File: src/rtl/hdrv_pkg.sv
package hdrv_pkg;

    typedef enum logic [2:0] {
        HS_IDLE       = 3'd0,
        HS_SOFT_START = 3'd1,
        HS_RUN        = 3'd2,
        HS_SOFT_STOP  = 3'd3,
        HS_FLASH_OFF  = 3'd4
    } hdrv_state_e;

    localparam int CTL_W        = 4;
    localparam int CTL_STB      = 0;
    localparam int CTL_PRD      = 1;
    localparam int CTL_CLR_POR  = 2;
    localparam int CTL_CLR_XRAY = 3;

    typedef struct packed {
        logic stb_en;
        logic prot_dis;
        logic por;
        logic xray;
        logic supply_ok;
    } hdrv_status_t;

    // ON width for a ramp position, scaled linearly to the nominal width
    function automatic int on_width(input int step, input int steps, input int nom);
        return (nom * step) / steps;
    endfunction

    function automatic logic drive_active(input hdrv_state_e s);
        return (s == HS_SOFT_START) || (s == HS_RUN) || (s == HS_SOFT_STOP);
    endfunction

endpackage

File: src/rtl/hdrv_regs.sv
module hdrv_regs
    import hdrv_pkg::*;
(
    input  logic                 clk,
    input  logic                 rst,
    input  logic                 reg_wr,
    input  logic [CTL_W-1:0]     reg_wdata,
    input  logic                 ovp_in,
    input  logic                 supply_good,
    output hdrv_status_t         stat
);

    always_ff @(posedge clk) begin
        if (rst) begin
            stat.stb_en    <= 1'b0;
            stat.prot_dis  <= 1'b0;
            stat.por       <= 1'b1;
            stat.xray      <= 1'b0;
            stat.supply_ok <= 1'b0;
        end else begin
            if (reg_wr) begin
                stat.stb_en   <= reg_wdata[CTL_STB];
                stat.prot_dis <= reg_wdata[CTL_PRD];
                if (reg_wdata[CTL_CLR_POR]) begin
                    stat.por <= 1'b0;
                end
            end
            // protection shutdown overrides a simultaneous software enable
            if (ovp_in && stat.prot_dis) begin
                stat.stb_en <= 1'b0;
            end
            if (ovp_in) begin
                stat.xray <= 1'b1;
            end else if (reg_wr && reg_wdata[CTL_CLR_XRAY]) begin
                stat.xray <= 1'b0;
            end
            stat.supply_ok <= supply_good;
        end
    end

endmodule

File: src/rtl/hdrv_seq.sv
module hdrv_seq
    import hdrv_pkg::*;
#(
    parameter int STEPS  = 4,
    parameter int STEP_W = 3
) (
    input  logic              clk,
    input  logic              rst,
    input  logic              line_start,
    input  logic              flash_in,
    input  logic              ovp_in,
    input  hdrv_status_t      stat,
    output hdrv_state_e       st_q,
    output logic [STEP_W-1:0] step_q
);

    localparam logic [STEP_W-1:0] STEP_TOP = STEP_W'(STEPS);

    hdrv_state_e       st_d;
    logic [STEP_W-1:0] step_d;
    logic              may_start;
    logic              must_stop;

    assign may_start = stat.stb_en && !stat.por && !stat.xray && !flash_in;
    assign must_stop = (ovp_in && stat.prot_dis) || !stat.stb_en;

    always_comb begin
        st_d   = st_q;
        step_d = step_q;
        if (flash_in && drive_active(st_q)) begin
            st_d   = HS_FLASH_OFF;
            step_d = '0;
        end else begin
            unique case (st_q)
                HS_IDLE: begin
                    if (may_start) begin
                        st_d = HS_SOFT_START;
                    end
                end
                HS_SOFT_START, HS_RUN: begin
                    if (must_stop) begin
                        st_d = HS_SOFT_STOP;
                    end else if (st_q == HS_SOFT_START && line_start) begin
                        if (step_q < STEP_TOP) begin
                            step_d = step_q + 1'b1;
                        end else if (stat.supply_ok) begin
                            st_d = HS_RUN;
                        end
                    end
                end
                HS_SOFT_STOP: begin
                    if (line_start) begin
                        if (step_q != '0) begin
                            step_d = step_q - 1'b1;
                        end else begin
                            st_d = HS_IDLE;
                        end
                    end
                end
                HS_FLASH_OFF: begin
                    if (!flash_in) begin
                        st_d = stat.stb_en ? HS_SOFT_START : HS_IDLE;
                    end
                end
                default: begin
                    st_d   = HS_IDLE;
                    step_d = '0;
                end
            endcase
        end
    end

    always_ff @(posedge clk) begin
        if (rst) begin
            st_q   <= HS_IDLE;
            step_q <= '0;
        end else begin
            st_q   <= st_d;
            step_q <= step_d;
        end
    end

endmodule

File: src/rtl/hdrv_pulse.sv
module hdrv_pulse
    import hdrv_pkg::*;
#(
    parameter int T_OFF    = 8,
    parameter int T_ON_NOM = 16,
    parameter int STEPS    = 4,
    parameter int STEP_W   = 3,
    parameter int POS_W    = 8,
    parameter int TON_W    = 5
) (
    input  logic              clk,
    input  logic              rst,
    input  logic              line_start,
    input  logic              flyback,
    input  logic              flash_in,
    input  hdrv_state_e       st_q,
    input  logic [STEP_W-1:0] step_q,
    output logic              hdrv
);

    logic [POS_W-1:0] pos_q;
    logic [TON_W-1:0] ton_q;
    logic [TON_W-1:0] ton_sel;
    logic [POS_W:0]   win_lo;
    logic [POS_W:0]   win_hi;
    logic             in_win;
    logic             gated;

    assign ton_sel = TON_W'(on_width(int'(step_q), STEPS, T_ON_NOM));

    always_ff @(posedge clk) begin
        if (rst) begin
            pos_q <= '0;
            ton_q <= '0;
        end else begin
            if (line_start) begin
                pos_q <= '0;
            end else if (pos_q != {POS_W{1'b1}}) begin
                pos_q <= pos_q + 1'b1;
            end
            if (st_q == HS_IDLE || st_q == HS_FLASH_OFF) begin
                ton_q <= '0;
            end else if (line_start) begin
                ton_q <= ton_sel;
            end
        end
    end

    assign win_lo = (POS_W+1)'(T_OFF);
    assign win_hi = win_lo + (POS_W+1)'(ton_q);
    assign in_win = ({1'b0, pos_q} >= win_lo) && ({1'b0, pos_q} < win_hi);
    assign gated  = (st_q == HS_RUN) && flyback;
    assign hdrv   = drive_active(st_q) && in_win && !gated && !flash_in;

endmodule

File: src/rtl/hdrv_softstart.sv
module hdrv_softstart
    import hdrv_pkg::*;
#(
    parameter int T_OFF    = 8,
    parameter int T_ON_NOM = 16,
    parameter int STEPS    = 4,
    parameter int POS_W    = 8
) (
    input  logic             clk,
    input  logic             rst,
    input  logic             line_start,
    input  logic             flyback,
    input  logic             ovp_in,
    input  logic             flash_in,
    input  logic             supply_good,
    input  logic             reg_wr,
    input  logic [3:0]       reg_wdata,
    output logic             hdrv,
    output logic             stb_en_o,
    output logic             prot_dis_o,
    output logic             por_flag_o,
    output logic             xray_flag_o,
    output logic             supply_ok_o
);

    localparam int STEP_W = $clog2(STEPS + 1);
    localparam int TON_W  = $clog2(T_ON_NOM + 1);

    hdrv_status_t      stat;
    hdrv_state_e       st_q;
    logic [STEP_W-1:0] step_q;

    hdrv_regs u_regs (
        .clk         (clk),
        .rst         (rst),
        .reg_wr      (reg_wr),
        .reg_wdata   (reg_wdata),
        .ovp_in      (ovp_in),
        .supply_good (supply_good),
        .stat        (stat)
    );

    hdrv_seq #(
        .STEPS  (STEPS),
        .STEP_W (STEP_W)
    ) u_seq (
        .clk        (clk),
        .rst        (rst),
        .line_start (line_start),
        .flash_in   (flash_in),
        .ovp_in     (ovp_in),
        .stat       (stat),
        .st_q       (st_q),
        .step_q     (step_q)
    );

    hdrv_pulse #(
        .T_OFF    (T_OFF),
        .T_ON_NOM (T_ON_NOM),
        .STEPS    (STEPS),
        .STEP_W   (STEP_W),
        .POS_W    (POS_W),
        .TON_W    (TON_W)
    ) u_pulse (
        .clk        (clk),
        .rst        (rst),
        .line_start (line_start),
        .flyback    (flyback),
        .flash_in   (flash_in),
        .st_q       (st_q),
        .step_q     (step_q),
        .hdrv       (hdrv)
    );

    assign stb_en_o    = stat.stb_en;
    assign prot_dis_o  = stat.prot_dis;
    assign por_flag_o  = stat.por;
    assign xray_flag_o = stat.xray;
    assign supply_ok_o = stat.supply_ok;

endmodule

File: config.mk
export PLATFORM = sky130hd
export DESIGN_NAME = hdrv_softstart
export DESIGN_NICKNAME = d
export VERILOG_FILES = /design/src/rtl/hdrv_pkg.sv /design/src/rtl/hdrv_regs.sv /design/src/rtl/hdrv_seq.sv /design/src/rtl/hdrv_pulse.sv /design/src/rtl/hdrv_softstart.sv
export SDC_FILE = /design/constraint.sdc
export NUM_CORES = 1
export LEC_CHECK = 0
export BUFFER_PORTS_ARGS = -buffer_cell sky130_fd_sc_hd__buf_4
export CORE_ASPECT_RATIO = 0.5
export CORE_UTILIZATION = 24
export CTS_CLUSTER_DIAMETER = 30
export CTS_CLUSTER_SIZE = 16
export DETAILED_ROUTE_END_ITERATION = 10
export PLACE_DENSITY = 0.4
export SLEW_MARGIN = 10
export SYNTH_ARGS = -nofsm -noshare
export SYNTH_HDL_FRONTEND = slang
export SYNTH_SLANG_ARGS = --single-unit
export TNS_END_PERCENT = 1
File: constraint.sdc
create_clock -name clk -period 5.07 [get_ports clk]
set_input_delay 1.521 -clock clk [delete_from_list [all_inputs] [get_ports clk]]
set_output_delay 1.521 -clock clk [all_outputs]
set_load 0.1 [all_outputs]
==> results of run 1 <==
==> layer usage <==
layer | track usage | part of all wire
met3 | 0.0315 | 0.022
met4 | 0.0258 | 0.0066
met2 | 0.188 | 0.44
met1 | 0.144 | 0.54
met5 | 0 | 0
==> kinds of logic (layout without fill, tap and decap cells) <==
logic type,Yosys count,in the layout,synth area share
buffers and inverters,15,29,0.0558
AND/OR/NAND/NOR,52,52,0.231
multiplexers,6,6,0.0470
AO/OA/AOI/OAI,38,38,0.227
XOR/XNOR,3,3,0.0206
flip-flops,22,22,0.344
adder cells (fa/ha/maj),7,7,0.0744
==> sequential cells by signal (all words and copies together) (netlist names) <==
signal	flops
u_pulse.pos_q	8
u_pulse.ton_q	3
u_regs.stat	5
u_seq.st_q	3
u_seq.step_q	3
==> worst min-delay path by stage <==
stage	from	to	cells after the start
floorplan	u_pulse.ton_q[2]	u_pulse.ton_q[2]	2
global placement	u_regs.stat[2]	u_regs.stat[2]	1
detailed placement	u_regs.stat[2]	u_regs.stat[2]	1
CTS	u_regs.stat[2]	u_regs.stat[2]	1
global route	u_regs.stat[2]	u_regs.stat[2]	1
finish	u_regs.stat[2]	u_regs.stat[2]	1
==> power groups by stage <==
stage	clock, W	sequential, W	combinational [W]
6_report	0.000127	0.000179	0.0000453
3_5_place_dp	0	0.000183	0.0000456
2_1_floorplan	0	0.000200	0.0000139
4_1_cts	0.000133	0.000179	0.0000458
3_3_place_gp	0	0.000183	0.0000457
5_1_grt	0.000140	0.000180	0.0000482
==> Yosys cell counts (2+ instances only) <==
| cell | count | share of area |
|---|---|---|
| a211oi_1 | 2 | 0.012 |
| a21o_1 | 6 | 0.035 |
| a21oi_1 | 11 | 0.043 |
| a311oi_1 | 2 | 0.014 |
| buf_2 | 3 | 0.012 |
| clkbuf_1 | 2 | 0.0059 |
| dfxtp_1 | 22 | 0.34 |
| ha_1 | 6 | 0.059 |
| inv_1 | 7 | 0.021 |
| mux2i_1 | 6 | 0.047 |
| nand2_1 | 5 | 0.015 |
| nand2b_1 | 3 | 0.015 |
| nand3_1 | 5 | 0.020 |
| nand4_1 | 2 | 0.0098 |
| nor2_1 | 12 | 0.035 |
| nor2b_1 | 2 | 0.0098 |
| nor3_1 | 9 | 0.035 |
| nor3b_1 | 2 | 0.012 |
| o21ai_1 | 2 | 0.0078 |
| xnor2_1 | 2 | 0.014 |
==> through the flow <==
step / util / power, W / instances / instance area, um^2 / hold slack, ns
after CTS: 0.303 / 0.000359 / 227 / 1520 / 0.503
after global placement: 0.292 / 0.000229 / 223 / 1470 / 0.479
after global routing: 0.303 / 0.000368 / 227 / 1520 / 0.531
after detailed placement: 0.292 / 0.000229 / 223 / 1470 / 0.481
after floorplan: - / 0.000214 / 143 / 1290 / 0.499
final: 0.303 / 0.000352 / 227 / 1520 / 0.491
==> cell type report <==
type	count	area share
clock buffers	4	0.0362
inverters	8	0.0198
multi-input cells	106	0.513
flip-flops and latches	22	0.290
well taps	70	0.0576
repair buffers	17	0.0840
==> run metrics, run 1 <==
max_cap viols=0; Slowest-stage cell, CP=or4_1; Slew headroom=0.578; P_int=0.000260 W; # fillers=between 500 and 600; port bufs=17; grt total ovfl=0; Root Buffer=clkbuf_8; number of stages on the worst setup path=4; CTS Sinks=22; P_sw=around 0.000091 W; Worst EP required=3.55 ns; final hold vios=0; Placement Setup Slack=roughly 0.83 ns; post-CTS setup buffer count=0; GP Congestion=a little over 0.7; Data arrival, critical path=2.71 ns; register bit count reported by yosys=22; commonest cells after routing, fill and taps aside=dfxtp_1 (22), buf_4 (17), nor2_1 (12), a21oi_1 (11), nor3_1 (9); crit end category=output port; initial antenna violation count=0; Setup-failing EPs final=0; initial core utilization=0.255; antenna-violating nets left=0; DRT Pass-1 Iters=4; crit path capture=hdrv; Critical Path Source=flash_in; Vias=1064; Avg WL per Cell=~13 um; CP dominant cell by count=buf_4; layout cells sized above 1=0.185; CTS resizes=0; HPWL Detailed=~2.1 mm; number of distinct library cells after synthesis=52; Worst Path Max Fanout=4; CTS Buffer Depth=2; Fin Setup TNS=0 ns; CTS Hold Bufs=0; Cells after Synth=143; Die Area=5640 um^2; VDD IR-drop max=0.0000781 V; Critical Path Source Type=input port; Buf/Inv on CP=2; Yosys warnings=0; Async S/R FF share, synth=0; Clock Power Share=0.362; slowest stage delay, CP=0.52 ns; via/cell ratio=4.69; Area Overhead vs Synth=18.9%; Mapped Area=approximately 1300 um^2; first-pass GRT wire length=4.90 mm; Reg area=between 400 and 500 um^2; Global Route Usage Sum=0.111; DR iter-0 viols=28; register clock-pin slew on the reported worst setup and hold paths=0.08 ns; commonest non-fill, non-tap cell in the layout=dfxtp_1; Synth Net Count=162; CTS tree=built; largest net degree at the start of global routing=19; critical path's top delay family=simple AND/OR/NAND/NOR gates; Setup Skew=~0.0041 ns; Die Height=53.6 um; RSZ-0062 raised after global routing=no; ys flop type=dfxtp_1; number of synthesized flops with an enable pin=0; core area=approximately 5000 um^2; status=complete, no violations; final setup margin=0.841 ns; crit share post-route=0.834; reg2reg path depth=7; Pwr Density=231 nW/um^2; I/O Pins=18; pins over their slew limit=0; CP Cell Sequence=buf_4 > or4_1 > a2111oi_4 > buf_4; Period minus WS final=between 4 and 5 ns; DRC=0; flop2flop setup slack=about 3 ns; Leak=between 0.5 and 0.6 nW; Net Sw Frac=0.260; Multi-input gate area=779 um^2; vias in the first global route=1010; Gate power share=0.129; Worst-Margin Slew=about 0.63 ns; antenna cells=0; Max Clock Freq=236 MHz; reg-to-reg startpoint=u_seq.st_q[2]; final WL=2.88 mm; Rows=18; Setup Crit Path Kind=input port to output port; average cell area after synthesis=8.94 um^2; CTS buffer count=3; Final nets=around 180; H-tree depth=1; Sequential Power Share=0.509; FF-to-FF End=u_seq.step_q[2]; HP Class=register to register; clk_lat worst skew=0.26 ns; Die Width=105 um; post-synthesis sequential area ratio=0.344
Power figures use the tool's default switching activity.
==> run 2: changes to the inputs <==
- ABC_AREA: default -> 1
- clock period: 5.07 -> 4.28 ns (I/O delays scaled with it)
==> run metrics, run 2 <==
Max Clock Freq=284 MHz; average cell area after synthesis=6.64 um^2; post-synthesis sequential area ratio=0.342; Period minus WS final=3.52 ns; Die Width=roughly 110 um; clk_lat worst skew=0.26 ns; Yosys warnings=0; Setup Crit Path Kind=input port to output port; port bufs=17; VDD IR-drop max=0.000127 V; Buf/Inv on CP=2; largest net degree at the start of global routing=12; Async S/R FF share, synth=0; Synth area leaders=dfxtp_1 (34%), nand2_1 (13%), inv_1 (8.5%); RSZ-0062 raised after global routing=no; P_int=0.000389 W; DRC=0; Pwr Density=444 nW/um^2; largest family of logic cells by synthesized area=simple AND/OR/NAND/NOR gates; Critical Path Source Type=input port; Avg WL per Cell=10.0 um; Rows=18; Area Overhead vs Synth=20.3%; number of distinct library cells after synthesis=21; Clock Power Share=0.190; HP Class=register to register; CTS buffer count=3; Leak=0.722 nW; number of stages on the worst setup path=5; Sequential Power Share=0.381; Setup-failing EPs final=0; Global Route Usage Sum=0.118; count leader, synth=nand2_1; Slew headroom=0.772; max_cap viols=0; CTS Hold Bufs=0; DR iter-0 viols=35; number of synthesized flops with an enable pin=0; Commonest cells post-synth=nand2_1 (44), inv_1 (29), nor2_1 (29); Synth Net Count=213; initial antenna violation count=0; Setup Skew=0.00227 ns; CTS tree=built; Vias=about 1200; P_sw=0.000299 W; HPWL Detailed=2.31 mm; ys flop type=dfxtp_1; final WL=2.85 mm; fin util=0.307; pins over their slew limit=0; post-synthesis adder-cell area fraction=0.0739; vias in the first global route=1095; Net Sw Frac=0.434; Biggest register=u_pulse.pos_q; CTS resizes=0; status=complete, no violations; CP dominant cell by count=buf_4; flop2flop setup slack=2.72 ns; DRT Pass-1 Iters=4; Post-Synth XOR/XNOR Area=0.0204; H-tree depth=1; Final nets=roughly 240; slowest stage delay, CP=0.33 ns; Worst EP required=around 3.0 ns; grt total ovfl=0; Root Buffer=clkbuf_8; Mapped Area=around 1300 um^2; share of the synthesized area in the top cell type=0.342; portion of netlist area occupied by mux cells=0; crit share post-route=0.823; Hold WS=0.474 ns; FF-to-FF End=u_seq.step_q[2]; register clock-pin slew on the reported worst setup and hold paths=about 0.08 ns; crit end category=output port; Cells after Synth=194; I/O Pins=18; crit path capture=hdrv; first-pass GRT wire length=5.05 mm; Data arrival, critical path=2.24 ns; core area=5040 um^2; critical path's top delay family=buffers and inverters; Fin Setup TNS=0 ns; Critical Path Source=flash_in; Synth Area in Compound Gates=0.104; layout cells sized above 1=0.201; Gate power share=0.429; post-CTS setup buffer count=0; Worst-Margin Slew=0.341 ns; commonest non-fill, non-tap cell in the layout=nand2_1; commonest cells after routing, fill and taps aside=nand2_1 (44), inv_1 (29), nor2_1 (29), dfxtp_1 (22), buf_4 (17); CP Cell Sequence=buf_4 > nor3_1 > nand3_1 > a211oi_2 > buf_4; CTS Sinks=22; Die Height=approximately 54 um; fraction of the mapped netlist area in simple logic gates=0.352; antenna-violating nets left=0; Synth area leader=dfxtp_1; via/cell ratio=4.07; reg2reg path depth=10; antenna cells=0; largest registers=u_pulse.pos_q (8), u_regs.stat (5); max reg flops=8; Slowest-stage cell, CP=buf_4; final hold vios=0; Die Area=5680 um^2; register bit count reported by yosys=22; Worst Path Max Fanout=2; initial core utilization=0.255; CTS Buffer Depth=2; GP Congestion=0.745; reg-to-reg startpoint=u_seq.st_q[2]
## run 2: changes by cell type in the layout (fill, tap and decap cells not counted), moves of 4 or more
| cell | previous run | this run |
|---|---|---|
| nand2_1 | 5 | 44 |
| inv_1 | 7 | 29 |
| nor2_1 | 12 | 29 |
| o21ai_0 | 0 | 10 |
| inv_2 | 1 | 8 |
| nand3_1 | 5 | 12 |
| nor3_1 | 9 | 2 |
| a21o_1 | 6 | 0 |
| mux2i_1 | 6 | 0 |
| nand2_2 | 0 | 4 |
## run 2: tightest hold or removal path, stage by stage, from the launching register on
cell and delay, ns:
dfxtp_1 0.33, nand2_1 0.07, nand2_1 0.04
## run 2: area by class of cell
type | count | area, um^2
fill | 595 | 3500
multi-input combinational | 135 | 713
inverter | 37 | 139
sequential | 22 | 440
clock buffer | 3 | 41.3
tap | 70 | 87.6
timing repair buffer | 17 | 128
## run 2: power by group through the flow
stage | Sequential (W) | Combinational [W] | Clock [W]
after floorplan | 0.000280 | 0.000215 | 0
after global placement | 0.000266 | 0.000297 | 0
after detailed placement | 0.000267 | 0.000297 | 0
after CTS | 0.000262 | 0.000298 | 0.000140
after global routing | 0.000267 | 0.000342 | 0.000148
final | 0.000262 | 0.000295 | 0.000131
## run 2: how the worst min path moves through the flow
stage / from / endpoint / cells after the start
global route: u_regs.stat[2] / u_regs.stat[2] / 2
detailed placement: u_regs.stat[2] / u_regs.stat[2] / 2
CTS: u_regs.stat[2] / u_regs.stat[2] / 2
global placement: u_regs.stat[2] / u_regs.stat[2] / 2
floorplan: u_pulse.pos_q[6] / u_pulse.pos_q[6] / 2
finish: u_regs.stat[2] / u_regs.stat[2] / 2
## run 2: through the flow
step / power, W / setup WS [ns] / instance area [um^2] / cells
CTS: 0.000701 / 0.760 / 1550 / 284
detailed placement: 0.000564 / 0.768 / 1510 / 281
global route: 0.000757 / 0.683 / 1550 / 284
finish: 0.000688 / 0.758 / 1550 / 284
floorplan: 0.000496 / 0.206 / 1290 / 194
global placement: 0.000563 / 0.773 / 1510 / 281
## run 2: layer usage
metal | GRT usage | part of all wire | vias up
met5 | 0 | 0 | -
met4 | 0.0417 | 0.017 | 0
li1 | - | - | 647
met3 | 0.0339 | 0.029 | 4
met2 | 0.184 | 0.40 | 7
met1 | 0.157 | 0.55 | 498
## run 2: kinds of logic (layout without fill, tap and decap cells)
logic type,after synthesis,after routing
simple gates,101,101
buf+inv,37,57
compound gates,24,24
flops,22,22
fa+ha+maj,7,7
xor+xnor,3,3
==> run 3: changes to the inputs <==
- ABC_AREA: 1 -> 0
- clock period: 4.28 -> 3.6 ns (I/O delays scaled with it)
==> run metrics, run 3 (synthesized netlist as in run 1, its figures left out) <==
core area=between 5000 and 6000 um^2; crit share post-route=0.925; pins over their slew limit=0; CTS tree=built; Worst EP required=2.52 ns; slowest stage delay, CP=0.43 ns; port bufs=17; Max Clock Freq=300 MHz; register clock-pin slew on the reported worst setup and hold paths=0.07 ns; Vias=1044; VDD IR-drop max=0.000113 V; Period minus WS final=3.33 ns; crit end category=output port; CTS Hold Bufs=0; HPWL Detailed=2.11 mm; I/O Pins=18; Biggest register=u_pulse.pos_q; final cell count without fillers=228; GP Congestion=0.720; Post-Place Cells=225; status=complete, no violations; CTS Buffer Depth=2; Critical Path Source Type=input port; CP dominant cell by count=buf_4; initial antenna violation count=0; H-tree depth=1; overall power=0.000469 W; Leak=0.588 nW; Setup Skew=roughly 0.0057 ns; layout cells sized above 1=0.196; DRT Pass-1 Iters=4; CP Cell Sequence=buf_4 > or4_4 > a2111oi_4 > buf_4; vias in the first global route=1041; Slew headroom=0.685; Final nets=179; Global Route Usage Sum=0.116; DRC=0; via/cell ratio=4.58; Die Width=105 um; Root Buffer=clkbuf_8; post-CTS setup buffer count=0; largest net degree at the start of global routing=18; DR iter-0 viols=29; grt total ovfl=0; commonest cells after routing, fill and taps aside=dfxtp_1 (22), buf_4 (19), nor2_1 (12), a21oi_1 (11), nor3_1 (9); Hold Startpoint=u_regs.stat[2]; Pwr Density=307 nW/um^2; final WL=2.87 mm; antenna cells=0; CTS resizes=0; HP Class=register to register; Critical Path Source=flash_in; final hold vios=0; clk_lat worst skew=0.26 ns; Worst Path Max Fanout=4; Data arrival, critical path=2.25 ns; Slowest-stage cell, CP=or4_4; Avg WL per Cell=roughly 13 um; Setup-failing EPs final=0; commonest non-fill, non-tap cell in the layout=dfxtp_1; Area Overhead vs Synth=19.3%; CTS buffer count=3; # fillers=545; largest registers=u_pulse.pos_q (8), u_regs.stat (5); Setup Crit Path Kind=input port to output port; initial core utilization=0.255; Die Area=5640 um^2; Worst-Margin Slew=between 0.4 and 0.5 ns; Hold WS=0.489 ns; Rows=18; reg-to-reg startpoint=u_seq.st_q[2]; CTS Sinks=22; max_cap viols=0; Die Height=53.6 um; RSZ-0062 raised after global routing=no; antenna-violating nets left=0; max reg flops=8; first-pass GRT wire length=5.07 mm
## run 3: power breakdown
part	switching [W]	internal (W)	leakage [nW]
logic	0.0000429	0.0000217	0.388
registers	0.00000445	0.000248	0.179
clock network	0.0000772	0.0000746	0.0216
## run 3: cell type report
class | instances | area, um^2 | share of cell area
Inverter | 8 | 30.0 | 0.0197
Clock buffer | 3 | 41.3 | 0.0271
Tap cell | 70 | 87.6 | 0.0574
Sequential cell | 22 | 440 | 0.289
Timing Repair Buffer | 19 | 143 | 0.0935
Multi-Input combinational cell | 106 | 783 | 0.514
## run 3: path summary, 6_finish.rpt
path | endpoint | slack [ns] | cells after the start
worst max-delay path | hdrv | 0.27 | 4
worst max register to register | u_seq.step_q[2] | 1.67 | 8
worst min-delay path | u_regs.stat[2] | 0.49 | 1
worst min register to register | u_regs.stat[2] | 0.49 | 1
## run 3: through the flow
stage               instance area (um^2)   util  TNS (ns)  setup slack [ns]
global placement                    1480  0.295         0             0.282
finish                              1530  0.304         0             0.269
CTS                                 1530  0.304         0             0.261
global route                        1530  0.304         0             0.221
floorplan                           1290      -    -0.138            -0.138
detailed placement                  1480  0.295         0             0.269
## run 3: routing by layer
| metal | global-route usage | wire [um] | vias to the layer above |
|---|---|---|---|
| met5 | 0 | 0 | - |
| li1 | - | - | 554 |
| met2 | 0.191 | 1230 | 8 |
| met4 | 0.0141 | 21 | 0 |
| met1 | 0.160 | 1540 | 480 |
| met3 | 0.0291 | 83 | 2 |
## run 3: worst max-delay path: cells and delay by family
family          cells  cell delay (ns)
compound gates      1             0.28
simple gates        1             0.43
buf+inv             2             0.46
